<file path="config.mk">
export PLATFORM = sky130hd
export DESIGN_NAME = msi_addr_composer
export DESIGN_NICKNAME = d
export VERILOG_FILES = /design/src/rtl/msi_addr_composer.sv
export SDC_FILE = /design/constraint.sdc
export NUM_CORES = 1
export LEC_CHECK = 0
export BUFFER_PORTS_ARGS = -buffer_cell sky130_fd_sc_hd__clkbuf_2
export CAP_MARGIN = 20
export CORE_ASPECT_RATIO = 0.6
export CORE_MARGIN = 2
export CORE_UTILIZATION = 58
export DETAILED_ROUTE_END_ITERATION = 10
export PLACE_DENSITY = 0.86
export REMOVE_ABC_BUFFERS = 1
export SYNTH_ARGS = -nofsm -noshare
export SYNTH_HDL_FRONTEND = slang
export SYNTH_SLANG_ARGS = --single-unit
</file>
<file path="constraint.sdc">
create_clock -name clk -period 7 [get_ports clk]
set_input_delay 1.75 -clock clk [delete_from_list [all_inputs] [get_ports clk]]
set_output_delay 1.75 -clock clk [all_outputs]
set_load 0.005 [all_outputs]
</file>
<file path="src/rtl/msi_addr_composer.sv">
module msi_addr_composer #(
  parameter bit MACHINE_LEVEL = 1'b0
) (
  input  logic        clk,
  input  logic        rst_n,
  input  logic        cfg_we,
  input  logic        cfg_sel,
  input  logic [31:0] cfg_wdata,
  output logic [31:0] cfg_rdata,
  input  logic        req_valid,
  output logic        req_ready,
  input  logic [31:0] req_route,
  output logic        msg_valid,
  input  logic        msg_ready,
  output logic [63:0] msg_addr,
  output logic [31:0] msg_data
);
  localparam logic [31:0] HI_KEEP = 32'h9F77_FFFF;
  localparam int          PAGE_SH = 12;

  logic [31:0] lo_q, hi_q;
  logic        locked;

  assign locked    = hi_q[31];
  assign cfg_rdata = cfg_sel ? hi_q : lo_q;

  always_ff @(posedge clk) begin
    if (!rst_n) begin
      lo_q <= '0;
      hi_q <= '0;
    end else if (cfg_we && !locked) begin
      if (cfg_sel) hi_q <= cfg_wdata & HI_KEEP;
      else         lo_q <= cfg_wdata;
    end
  end


  property lock_freeze_p;
    @(posedge clk) disable iff (!rst_n)
      locked |=> locked && $stable(lo_q) && $stable(hi_q);
  endproperty
  lock_freeze_chk: assert property (lock_freeze_p);

  logic [4:0]  grp_shift;
  logic [2:0]  hart_shift;
  logic [2:0]  grp_width;
  logic [3:0]  hart_width;
  logic [11:0] base_hi;

  assign grp_shift  = hi_q[28:24];
  assign hart_shift = hi_q[22:20];
  assign grp_width  = hi_q[18:16];
  assign hart_width = hi_q[15:12];
  assign base_hi    = hi_q[11:0];

  logic [13:0] hart_idx, grp_idx, grp_keep, loc_idx, loc_mask;
  logic [5:0]  guest_idx, guest_keep;
  logic [10:0] ident;

  assign hart_idx  = req_route[31:18];
  assign guest_idx = MACHINE_LEVEL ? 6'd0 : req_route[17:12];
  assign ident     = req_route[10:0];

  assign loc_mask   = 14'((15'd1 << hart_width) - 15'd1);
  assign grp_idx    = hart_idx >> hart_width;
  assign grp_keep   = grp_idx & {7'd0, 7'((8'd1 << grp_width) - 8'd1)};
  assign loc_idx    = hart_idx & loc_mask;
  assign guest_keep = guest_idx & 6'((8'd1 << hart_shift) - 8'd1);

  logic [63:0] page_num, addr_next;
  logic [5:0]  grp_pos;

  assign grp_pos   = {1'b0, grp_shift} + 6'd12;
  assign page_num  = {20'd0, base_hi, lo_q}
                   | (64'(grp_keep) << grp_pos)
                   | (64'(loc_idx) << hart_shift)
                   | 64'(guest_keep);
  assign addr_next = page_num << PAGE_SH;

  logic take;
  assign req_ready = !msg_valid;
  assign take      = req_valid && req_ready;

  always_ff @(posedge clk) begin
    if (!rst_n) begin
      msg_valid <= 1'b0;
      msg_addr  <= '0;
      msg_data  <= '0;
    end else if (take) begin
      msg_valid <= 1'b1;
      msg_addr  <= addr_next;
      msg_data  <= {21'd0, ident};
    end else if (msg_ready) begin
      msg_valid <= 1'b0;
    end
  end


  property accept_rise_p;
    @(posedge clk) disable iff (!rst_n)
      req_valid && req_ready |=> msg_valid;
  endproperty
  accept_rise_chk: assert property (accept_rise_p);


  property drain_fall_p;
    @(posedge clk) disable iff (!rst_n)
      msg_valid && msg_ready && !req_valid |=> !msg_valid;
  endproperty
  drain_fall_chk: assert property (drain_fall_p);


  property hold_stable_p;
    @(posedge clk) disable iff (!rst_n)
      msg_valid && !msg_ready |=> msg_valid && $stable(msg_addr) && $stable(msg_data);
  endproperty
  hold_stable_chk: assert property (hold_stable_p);
endmodule

</file>
# Yosys cells after proc, flatten, opt, wreduce, memory -nomap -nowiden
# Cells that the tools add are included.
[word_totals] regBits=124 input_bits=70 wordCells=32 out_inout_bits=130
[op_classes] bitwise_logic=7 add_sub_neg=4 n_reduce_logical=7 n_mux=3 shift=6
[ops] operator="44-bit by 52-bit bitwise OR with 52-bit output" count=1
[ops] operator="52-bit bitwise OR" count=1
[ops] operator="52-bit by 6-bit bitwise OR with 52-bit output" count=1
[ops] operator="14-bit by 3-bit << shifter with 52-bit output" count=1
[ops] operator="14-bit by 6-bit << shifter with 52-bit output" count=1
[ops] operator="32-bit 2-to-1 mux" count=1
[ops] operator="14-bit bitwise AND" count=1
[ops] operator="14-bit by 7-bit bitwise AND with 14-bit output" count=1
[ops] operator="1-bit by 4-bit << shifter with 14-bit output, first input constant" count=1
[ops] operator="14-bit by 4-bit right shift with 14-bit output" count=1
[ops] operator="14-bit by 1-bit subtractor with 14-bit output, second input constant" count=1
[ops] operator="1-bit by 3-bit << shifter with 7-bit output, first input constant" count=1
[ops] operator="7-bit by 1-bit subtractor with 7-bit output, second input constant" count=1
[ops] operator="5-bit by 4-bit adder with 6-bit output, second input constant" count=1
[ops] operator="6-bit bitwise AND" count=1
[ops] operator="1-bit by 3-bit << shifter with 6-bit output, first input constant" count=1
[ops] operator="6-bit by 1-bit subtractor with 6-bit output, second input constant" count=1
[ops] operator="2-bit AND reduction" count=2
[ops] operator="1-bit logical AND" count=2
[ops] operator="1-bit zero test" count=2
[ops] operator="1-bit 2-to-1 mux" count=2
[ops] operator="2-bit nonzero test" count=1
[ops] operator="1-bit inverter" count=1

# Logic depth before layout (Yosys ltp)
[depth] depth_word=7 mapped_depth=16 mapped_depth_nobuf=10

# Worst setup path after synthesis
# Ideal clock, no wire load.
[synth_timing] kind="in2out" from="input cfg_sel" to="output cfg_rdata[10]" cell_stages=3 t_arrival_ns=2.720 required_time_ns=5.250 slack_ns=2.530 cell_sequence="clkbuf_1 > buf_1 > mux2_2"
[synth_via] elab_chain_len=1
[synth_lines] item="start, declared" line="7" text="input logic cfg_sel,"
[synth_lines] item="32-bit 2-to-1 mux" line="25" text="assign cfg_rdata = cfg_sel ? hi_q : lo_q;"
[synth_lines] item="end, declared" line="9" text="output logic [31:0] cfg_rdata,"
# No other way between the ends.

# Worst setup path in the final report
[layout_timing] from="input cfg_sel" to="output cfg_rdata[22]"
# The elaborated chain is that of the path after synthesis.

==> results.md <==
- WHS Endpoint: msg_data[4]
- RSZ-0062 raised after global routing: false
- R2R Setup Slk: 3020 ps
- Share of post-route cells with drive strength above 1: 0.244
- Post-DP HPWL: 18700 um
- FF-to-FF Start: hi_q[13]
- Most common cell after layout, fill and taps aside: nand2_1
- Leakage power total: 0.00377 uW
- Synth warn: 0
- MaxCap Viol Count: 0
- Final #Nets: 1198
- Max Clock Skew: 10.1 ps
- Post-synth cell types: 89
- Hold violation total from the final report: 0
- Ys flop type: dfxtp_1
- Hold path depth: 2
- Ports: 200
- Avg Synthesized Cell Area: 7.71 um2
- Post-layout util: 0.699
- Top cells by area, synth: dfxtp_1 (32%), nand2_1 (8.8%), a21oi_1 (6.3%)
- Gr usage total: 0.364
- Critical Path Source Type: input pin
- Largest net degree at the start of global routing: 62
- Pwr Density: 223 mW/mm2
- Clk slew on worst S/H paths: 60 ps
- R2r worst-path depth: 12
- Sum Neg Setup Slack: 0 ps
- Fill cells: 1039
- Post-synth ARST share: 0
- Postcts setup bufs: 0
- Post-CTS sizing: 0
- WS Path Type: input pin to output pin
- Via Count: 8442
- CTS Buf Count: 17
- Vias in the first global route: 7532
- Fmax: 0.207 GHz
- # diodes: 0
- Minimum clock period: 4830 ps
- Vias per cell: 6.45
- Initial antenna violation count: 0
- Area Overhead vs Synth: 16.2%
- RD Place Congestion: 0.989
- Peak supply drop: 0.167 mV
- Number of DRC markers in iteration 0: 1245
- Detailed-route wire length per cell: 20.3 um
- Syn Std Cell Area: 0.00782 mm2
- Hold_buf cts: 0
- Rel. slew slack: 0.320
- Number of synthesized register bits: 124
- Data required time of the critical path: 5250 ps
- CP Capture Type: output pin
- Non-Filler Instances: 1309
- Status: finished clean
- Worst slew pin tran: 1020 ps
- Die W: 154 um
- Area leader, netlist: dfxtp_1
- Drt drc: 0
- Final setup fails: 0
- Worst r2r dst: msg_addr[25]
- Die Ht: 94.0 um
- GRT overflow: 0
- CTS max path bufs: 2
- Final Routed Wirelength: 26600 um
- Inst Count DP: 1275
- Share of the yosys chip area belonging to registers: 0.317
- Final worst-path cycle share: 0.690
- Hold crit path type: register to register
- HP Start: msg_data[4]
- Port Buf Inserts: 165
- Clock insertion delay at the later pin of the skew report: 420 ps
- Most frequent cells in the layout: nand2_1 (182), clkbuf_2 (166), dfxtp_1 (124), a21oi_1 (99), nor2_1 (58)
- First-pass GRT wire length: 41300 um
- Worst EP arrival: 3080 ps
- Post-DRT Antenna Nets: 0
- Slew Limit Fails: 0
- Row cnt: 32
- Worst-path fanout max: 36
- Number of synthesized flops with an enable pin: 0
- Core ar.: 0.0130 mm2
- CTS tree: done
- Root Buffer: clkbuf_16
- Mapped Cells: 1015
- Post-synth top area share: 0.317
- Initial core utilization: 0.601
- Sink Count: 124
- Die ar.: 0.0145 mm2
- DRT Pass-1 Iters: 6
- PnR Total Power: 2030 uW
- # H-tree levels: 4
[registers in the layout (all words and copies together) (netlist names)]
signal	flops
lo_q	32
msg_addr	52
msg_valid	1
hi_q	28
msg_data	11
[cell type report]
class                           instances  area [um2]  share of cell area
Clock buffer                           19         433              0.0476
Clock inverter                         13         144              0.0158
Inverter                               15        56.3             0.00619
Multi-Input combinational cell        787        4800               0.527
Sequential cell                       124        2480               0.273
Tap cell                              170         213              0.0234
Timing Repair Buffer                  181         968               0.107
[report_power, final]
group / leakage, uW / switching (uW) / internal [uW]
combinational: 0.00247 / 238 / 140
clock: 0.000281 / 345 / 526
sequential: 0.00101 / 37.6 / 744
[critical path, stage by stage]
cell and delay [ps]:
clkbuf_2 730, mux2_2 430, clkbuf_2 120
[per-layer routing]
metal | up-vias | part of all wire | GRT usage
li1 | 3869 | - | -
met5 | - | 0 | 0
met1 | 3907 | 0.43 | 0.542
met4 | 0 | 0.016 | 0.0958
met3 | 57 | 0.14 | 0.0826
met2 | 609 | 0.42 | 0.527
[cell usage after synthesis, types with 9 or more instances]
library cell	count
buf_2	13
a21oi_1	99
nor3_1	15
and3_1	21
inv_1	13
dfxtp_1	124
o21ai_0	35
nand3_1	24
mux2i_1	15
nand2_1	183
mux2_2	38
a31oi_1	20
buf_4	33
a22oi_1	9
o21ai_1	13
clkbuf_1	63
a2111oi_0	9
nor2_1	58
nor3b_1	10
a211oi_1	11
[logic make-up after synthesis]
| group | count (synthesis) | synth area share |
|---|---|---|
| simple gates | 377 | 0.228 |
| compound gates | 311 | 0.270 |
| buf+inv | 136 | 0.0870 |
| flops | 124 | 0.317 |
| mux | 61 | 0.0912 |
| xor+xnor | 3 | 0.00336 |
| fa+ha+maj | 2 | 0.00320 |
| other cells | 1 | 0.000479 |
[worst max-delay path by stage]
stage,end,from,depth (start not counted)
detailed placement,cfg_rdata[4],cfg_sel,3
finish,cfg_rdata[22],cfg_sel,3
global placement,cfg_rdata[4],cfg_sel,3
floorplan,msg_addr[31],req_valid,4
CTS,cfg_rdata[22],cfg_sel,3
global route,cfg_rdata[22],cfg_sel,3
[through the flow]
step                cell area (um2)  hold slack, ps  setup slack [ps]
floorplan                      7320             436              2380
global placement               8470             442              2220
detailed placement             8500             448              2200
CTS                            9070             456              2200
global route                   9090             476              2120
finish                         9090             456              2170
(Power assumes the default switching activity.)
